**src/rtl/codec_lp_pkg.sv**
```systemverilog
package codec_lp_pkg;
  typedef enum logic [2:0] {
    ST_RUN   = 3'd0,
    ST_SLEEP = 3'd1,
    ST_WAKE  = 3'd2,
    ST_WARM  = 3'd3,
    ST_READY = 3'd4
  } link_st_e;

  localparam int TAG_W  = 16;
  localparam int SLOT_W = 20;
  localparam int ADDR_W = 7;
  localparam int DATA_W = 16;
endpackage

```
**src/rtl/codec_lp_bitclk.sv**
```systemverilog
module codec_lp_bitclk #(
  parameter int HALF_DIV = 4
) (
  input  logic clk,
  input  logic rst,
  input  logic run,
  output logic bclk,
  output logic fall_stb
);
  localparam int DW = (HALF_DIV > 1) ? $clog2(HALF_DIV) : 1;
  localparam logic [DW-1:0] LAST = DW'(HALF_DIV - 1);

  logic [DW-1:0] div_q;

  always_ff @(posedge clk) begin
    if (rst || !run) begin
      div_q <= '0;
      bclk  <= 1'b0;
    end else if (div_q == LAST) begin
      div_q <= '0;
      bclk  <= ~bclk;
    end else begin
      div_q <= div_q + 1'b1;
    end
  end

  assign fall_stb = run && (div_q == LAST) && bclk;

  // a high bit clock only drops on a falling strobe while running
  assert_clk_fall_R2: assert property (@(posedge clk) disable iff (rst)
    (run && bclk && !fall_stb) |=> bclk);
endmodule

```
**src/rtl/codec_lp_framedec.sv**
```systemverilog
module codec_lp_framedec
  import codec_lp_pkg::*;
#(
  parameter logic [ADDR_W-1:0] PD_ADDR = 7'h26,
  parameter int                PD_BIT  = 12
) (
  input  logic clk,
  input  logic rst,
  input  logic run,
  input  logic smp,
  input  logic sync_in,
  input  logic sdo_in,
  output logic sof,
  output logic pd_hit
);
  localparam int DEC_BITS = TAG_W + 2 * SLOT_W;
  localparam int CW       = $clog2(DEC_BITS + 1);
  localparam logic [CW-1:0] IDLE = CW'(DEC_BITS);
  localparam logic [CW-1:0] LAST = CW'(DEC_BITS - 1);
  localparam int IDX_RW   = TAG_W;
  localparam int IDX_ADR  = TAG_W + 1;
  localparam int IDX_PD   = TAG_W + SLOT_W + (DATA_W - 1 - PD_BIT);

  logic [CW-1:0]       bitcnt_q;
  logic                sync_prev_q;
  logic [DEC_BITS-2:0] sh_q;
  logic [DEC_BITS-1:0] full;
  logic [ADDR_W-1:0]   addr;
  logic                match;

  assign full = {sh_q, sdo_in};
  assign sof  = smp && sync_in && !sync_prev_q;

  always_comb begin
    for (int j = 0; j < ADDR_W; j++)
      addr[ADDR_W-1-j] = full[DEC_BITS-1-(IDX_ADR+j)];
    match = full[DEC_BITS-1] && full[DEC_BITS-2] && full[DEC_BITS-3]
         && !full[DEC_BITS-1-IDX_RW]
         && (addr == PD_ADDR)
         && full[DEC_BITS-1-IDX_PD];
  end

  assign pd_hit = smp && !sof && (bitcnt_q == LAST) && match;

  always_ff @(posedge clk) begin
    if (rst || !run) begin
      bitcnt_q    <= IDLE;
      sync_prev_q <= 1'b0;
      sh_q        <= '0;
    end else if (smp) begin
      sync_prev_q <= sync_in;
      if (sync_in && !sync_prev_q) begin
        bitcnt_q <= CW'(1);
        sh_q     <= {sh_q[DEC_BITS-3:0], sdo_in};
      end else if (bitcnt_q < IDLE) begin
        bitcnt_q <= bitcnt_q + 1'b1;
        sh_q     <= {sh_q[DEC_BITS-3:0], sdo_in};
      end
    end
  end

  // the frame bit counter never runs past its idle value
  assert_bitcnt_range_R3: assert property (@(posedge clk) disable iff (rst)
    bitcnt_q <= IDLE);
endmodule

```
**src/rtl/codec_lp_warmdet.sv**
```systemverilog
module codec_lp_warmdet #(
  parameter int CYC_PER_US = 24
) (
  input  logic clk,
  input  logic rst,
  input  logic armed,
  input  logic sync_in,
  output logic sync_q,
  output logic warm_hit
);
  localparam int HW = (CYC_PER_US > 1) ? $clog2(CYC_PER_US) : 1;
  localparam logic [HW-1:0] TOP = HW'(CYC_PER_US - 1);

  logic [HW-1:0] hi_cnt_q;

  always_ff @(posedge clk) begin
    if (rst) begin
      sync_q   <= 1'b0;
      hi_cnt_q <= '0;
    end else begin
      sync_q <= sync_in;
      if (!armed || !sync_q)
        hi_cnt_q <= '0;
      else if (hi_cnt_q != TOP)
        hi_cnt_q <= hi_cnt_q + 1'b1;
    end
  end

  assign warm_hit = armed && sync_q && (hi_cnt_q == TOP);

  // a freshly risen sync can never already count as a warm reset
  assert_short_sync_R7: assert property (@(posedge clk) disable iff (rst)
    (CYC_PER_US > 1 && $rose(sync_q)) |-> !warm_hit);
endmodule

```
**src/rtl/codec_lp_agent.sv**
```systemverilog
module codec_lp_agent
  import codec_lp_pkg::*;
#(
  parameter int                HALF_DIV   = 4,
  parameter int                CYC_PER_US = 24,
  parameter logic [ADDR_W-1:0] PD_ADDR    = 7'h26,
  parameter int                PD_BIT     = 12
) (
  input  logic       clk,
  input  logic       rst,
  input  logic       sync_in,
  input  logic       sdo_in,
  input  logic       wake_evt,
  output logic       bit_clk,
  output logic       sdi_out,
  output logic [2:0] link_state
);
  link_st_e state_q;
  logic run, armed, smp, sof, pd_hit, sync_q, warm_hit;

  assign run   = (state_q == ST_RUN) || (state_q == ST_READY);
  assign armed = (state_q == ST_SLEEP) || (state_q == ST_WAKE);
  assign link_state = state_q;

  codec_lp_bitclk #(.HALF_DIV(HALF_DIV)) u_clk (
    .clk(clk), .rst(rst), .run(run), .bclk(bit_clk), .fall_stb(smp)
  );

  codec_lp_framedec #(.PD_ADDR(PD_ADDR), .PD_BIT(PD_BIT)) u_dec (
    .clk(clk), .rst(rst), .run(run), .smp(smp), .sync_in(sync_in),
    .sdo_in(sdo_in), .sof(sof), .pd_hit(pd_hit)
  );

  codec_lp_warmdet #(.CYC_PER_US(CYC_PER_US)) u_warm (
    .clk(clk), .rst(rst), .armed(armed), .sync_in(sync_in),
    .sync_q(sync_q), .warm_hit(warm_hit)
  );

  always_ff @(posedge clk) begin
    if (rst) begin
      state_q <= ST_RUN;
      sdi_out <= 1'b0;
    end else begin
      unique case (state_q)
        ST_RUN: begin
          if (pd_hit) begin
            state_q <= ST_SLEEP;
            sdi_out <= 1'b0;
          end else if (sof) sdi_out <= 1'b1;
          else if (smp)     sdi_out <= 1'b0;
        end
        ST_SLEEP: begin
          sdi_out <= 1'b0;
          if (warm_hit) state_q <= ST_WARM;
          else if (wake_evt) begin
            state_q <= ST_WAKE;
            sdi_out <= 1'b1;
          end
        end
        ST_WAKE: if (warm_hit) state_q <= ST_WARM;
        ST_WARM: begin
          if (!sync_q) begin
            state_q <= ST_READY;
            sdi_out <= 1'b0;
          end
        end
        ST_READY: begin
          if (sof) begin
            state_q <= ST_RUN;
            sdi_out <= 1'b1;
          end else if (smp) sdi_out <= 1'b0;
        end
        default: state_q <= ST_RUN;
      endcase
    end
  end

  // a sleeping link keeps both of its outputs low
  assert_sleep_quiet_R5: assert property (@(posedge clk) disable iff (rst)
    (state_q == ST_SLEEP) |-> (!bit_clk && !sdi_out));
  // a pending wake request holds the return line high
  assert_wake_hold_R6: assert property (@(posedge clk) disable iff (rst)
    (state_q == ST_WAKE) |-> sdi_out);
  // no clock while the warm reset pulse lasts
  assert_warm_noclk_R8: assert property (@(posedge clk) disable iff (rst)
    (state_q == ST_WARM) |-> !bit_clk);
  // ready only after sync has been seen low
  assert_warm_wait_R8: assert property (@(posedge clk) disable iff (rst)
    (state_q == ST_WARM && sync_q) |=> (state_q == ST_WARM));
endmodule

```
**config.mk**
```make
export PLATFORM = sky130hd
export DESIGN_NAME = codec_lp_agent
export DESIGN_NICKNAME = d
export VERILOG_FILES = /design/src/rtl/codec_lp_pkg.sv /design/src/rtl/codec_lp_bitclk.sv /design/src/rtl/codec_lp_framedec.sv /design/src/rtl/codec_lp_warmdet.sv /design/src/rtl/codec_lp_agent.sv
export SDC_FILE = /design/constraint.sdc
export NUM_CORES = 1
export LEC_CHECK = 0
export BUFFER_PORTS_ARGS = -buffer_cell sky130_fd_sc_hd__clkbuf_2
export CAP_MARGIN = 0
export CORE_ASPECT_RATIO = 1.2
export CORE_MARGIN = 2
export CORE_UTILIZATION = 40
export CTS_CLUSTER_DIAMETER = 50
export DETAILED_ROUTE_END_ITERATION = 16
export GPL_ROUTABILITY_DRIVEN = 0
export MAX_ROUTING_LAYER = met4
export SYNTH_ARGS = -nofsm -noshare
export SYNTH_HDL_FRONTEND = slang
export SYNTH_SLANG_ARGS = --single-unit
```
**constraint.sdc**
```tcl
create_clock -name clk -period 1.9 [get_ports clk]
set_clock_uncertainty 0.15 [all_clocks]
set_input_delay 0.38 -clock clk [delete_from_list [all_inputs] [get_ports clk]]
set_output_delay 0.38 -clock clk [all_outputs]
set_load 0.02 [all_outputs]
```
==> metrics.md <==
| Metric | Value |
|---|---|
| CTS max path bufs | 2 |
| Crit path max fanout | 5 |
| Post-Syn Instances | 353 |
| Post-route DRC | 0 |
| Die Area | 7900 sq um |
| Commonest non-fill, non-tap cell in the layout | nand2_1 |
| Final worst-path cycle share | 0.931 |
| Input/output buffers | 9 |
| Required time worst endpoint | 2.02 ns |
| HPWL Detailed | 3.18 mm |
| Drt wl/cell | 11.9 um |
| R2r setup slk | 0.13 ns |
| Syn Nets | 361 |
| Slew @ Worst Pin | 0.430 ns |
| Sum Neg Setup Slack | 0 ns |
| Hold depth | 3 |
| Chip height | 97.0 um |
| DIE WIDTH | 81.5 um |
| Clock root cell | clkbuf_8 |
| Vias in the first global route | 2048 |
| Peak VDD IR | 402 uV |
| Final hold vios | 0 |
| Iteration-0 DRC Markers | 116 |
| Fmax | 565 MHz |
| Worst-Skew Late Latency | 0.34 ns |
| Hold Startpoint | sdo_in |
| Yosys warnings | 0 |
| # Max-Cap Violations | 0 |
| Switching Share | 0.222 |
| First-pass GRT wire length | 8.54 mm |
| Starting Density | 0.418 |
| P per Cell Area | 876 nW/um^2 |
| Crit path DAT | 1.89 ns |
| Internal power | 0.00225 W |
| Filler cells | 658 |
| Clock sink count | 75 |
| Startpoint Class | register |
| Pin count of the biggest net entering global routing | 56 |
| Htree depth | 3 |
| Cell area after synthesis | 2880 sq um |
| Seq cells post-synth | 75 |
| R2R Path Start | u_clk.div_q[0] |
| Routed via count | 2356 |
| Netlist cell types | 41 |
| Min Tclk post-route | 1.77 ns |
| # rows | 33 |
| Final setup violation count | 0 |
| Gate power share | 0.028 |
| Post-route ant nets | 0 |
| Ports | 10 |
| CP endpoint kind | register |
| Async set or reset register ratio after synthesis | 0 |
| Grt ovf | 0 |
| Leak | 1.11 nW |
| Clk slew on worst S/H paths | 0.08 ns |
| Worst Reg-to-Reg Cells | 5 |
| Via density | 5.17 |
| CTS tree | done |
| Post-synth EDFFs | 0 |
| Reg2reg end | u_dec.bitcnt_q[2] |
| Part of the power in registers | 0.548 |
| Crit path from | u_clk.div_q[0] |
| Nets | 372 |
| Sequential-to-total area share from yosys stat | 0.521 |
| Status | finished clean |
| Final core occ | 0.479 |
| Clk pwr share | 0.424 |
| GRT Util Overall | 0.139 |
| Area growth, synth to finish | 14.7% |
| N_diodes | 0 |
| Switching power | 0.000641 W |
| Slew headroom | 0.714 |
| Top_reg_cell synth | dfxtp_1 |
| Crit path kind | register to register |
| Mapped Avg Cell Area | 8.16 sq um |
| Total CTS buffers | 9 |
| Layout cells sized above 1 | 0.119 |
| Core area | 6900 sq um |
| Initial antenna violation count | 0 |
| Hold EP | u_dec.sh_q[0] |
| Routed Wire Length | 5.43 mm |
| Max-slew violation count | 0 |
| Commonest non-fill, non-tap cells in the layout | nand2_1 (121), dfxtp_1 (75), a21oi_1 (58), nor2_1 (11) |
| Hold crit path type | input pin to register |
| # hold bufs at CTS | 0 |
| Drt pass-1 iters | 6 |
| Unrepaired setup endpoints after global routing | false |
[power by group through the flow]
stage	sequential, W	combinational, W	clock (W)
floorplan	0.00162	0.0000447	0
global placement	0.00162	0.0000799	0
detailed placement	0.00162	0.0000809	0
CTS	0.00158	0.0000813	0.00127
global route	0.00159	0.0000892	0.00133
finish	0.00159	0.0000815	0.00123
[worst max path at each step]
stage,to,cells past startpoint,slack [ns]
2_1_floorplan,u_dec.bitcnt_q[2],5,0.14
3_3_place_gp,u_dec.sh_q[20],6,0.14
3_5_place_dp,u_dec.bitcnt_q[2],5,0.11
4_1_cts,u_dec.bitcnt_q[2],5,0.08
5_1_grt,u_dec.sh_q[15],6,0.03
6_report,u_dec.bitcnt_q[2],5,0.13
[critical path, cell delays in order (launching register included)]
cell and delay, ns:
dfxtp_1 0.34, ha_1 0.22, nand4bb_4 0.17, a41o_2 0.28
or3_1 0.33, a211oi_2 0.21
[cell usage after synthesis (2+ instances only)]
cell | count | area, sq um
nand4_1 | 2 | 12.5
dfxtp_1 | 75 | 1500
clkbuf_1 | 13 | 48.8
buf_4 | 2 | 15.0
ha_1 | 3 | 37.5
or3_1 | 2 | 12.5
xor2_1 | 5 | 43.8
nor2_1 | 11 | 41.3
nor2b_1 | 4 | 25.0
nand2_1 | 121 | 454
nand3_1 | 8 | 40.0
nor3_1 | 3 | 15.0
nand2b_1 | 3 | 18.8
a31oi_1 | 3 | 18.8
buf_2 | 7 | 35.0
nor3b_1 | 3 | 22.5
a21oi_1 | 58 | 290
o21ai_0 | 6 | 30.0
mux2i_1 | 2 | 20.0
[routing by layer]
layer | global-route usage | wire, um | up-vias
met3 | 0.0392 | 163 | 7
met5 | - | 0 | -
met1 | 0.157 | 2590 | 1115
li1 | - | - | 1209
met4 | 0.0626 | 77 | 0
met2 | 0.224 | 2600 | 25
[kinds of logic after synthesis]
kind of cell | synth area share
xor+xnor | 0.0182
flops | 0.521
compound gates | 0.159
mux | 0.00695
fa+ha+maj | 0.0130
buf+inv | 0.0356
simple gates | 0.246
[registers in the layout, indices dropped and copies added (netlist names)]
register           flops
link_state             3
u_clk.bclk             1
u_warm.sync_q          1
u_warm.hi_cnt_q        5
u_dec.sh_q            55
u_dec.bitcnt_q         6
u_dec.sync_prev_q      1
sdi_out                1
u_clk.div_q            2
[area by class of cell]
type | instances | area [sq um] | area share
well taps | 87 | 109 | 0.0330
repair buffers | 22 | 185 | 0.0561
flip-flops and latches | 75 | 1500 | 0.455
clock inverters | 6 | 65.1 | 0.0197
clock buffers | 10 | 138 | 0.0417
inverters | 1 | 3.75 | 0.00114
multi-input cells | 255 | 1300 | 0.394
[stage by stage]
stage	worst slack [ns]	instance area (sq um)	power (W)	hold WS, ns	std cells
6_report	0.130	3300	0.00289	0.106	456
3_5_place_dp	0.105	3060	0.00170	0.274	438
5_1_grt	0.0334	3300	0.00301	0.109	456
3_3_place_gp	0.145	3060	0.00170	0.262	438
4_1_cts	0.0846	3260	0.00294	0.0874	454
2_1_floorplan	0.137	2880	0.00167	0.254	353
[timing repair]
action | 4_1_cts | 5_1_grt
resized for setup | 0 | 1
endpoints found under the setup margin | 0 | 10
buffers inserted | 0 | 1
(Power assumes the default switching activity.)
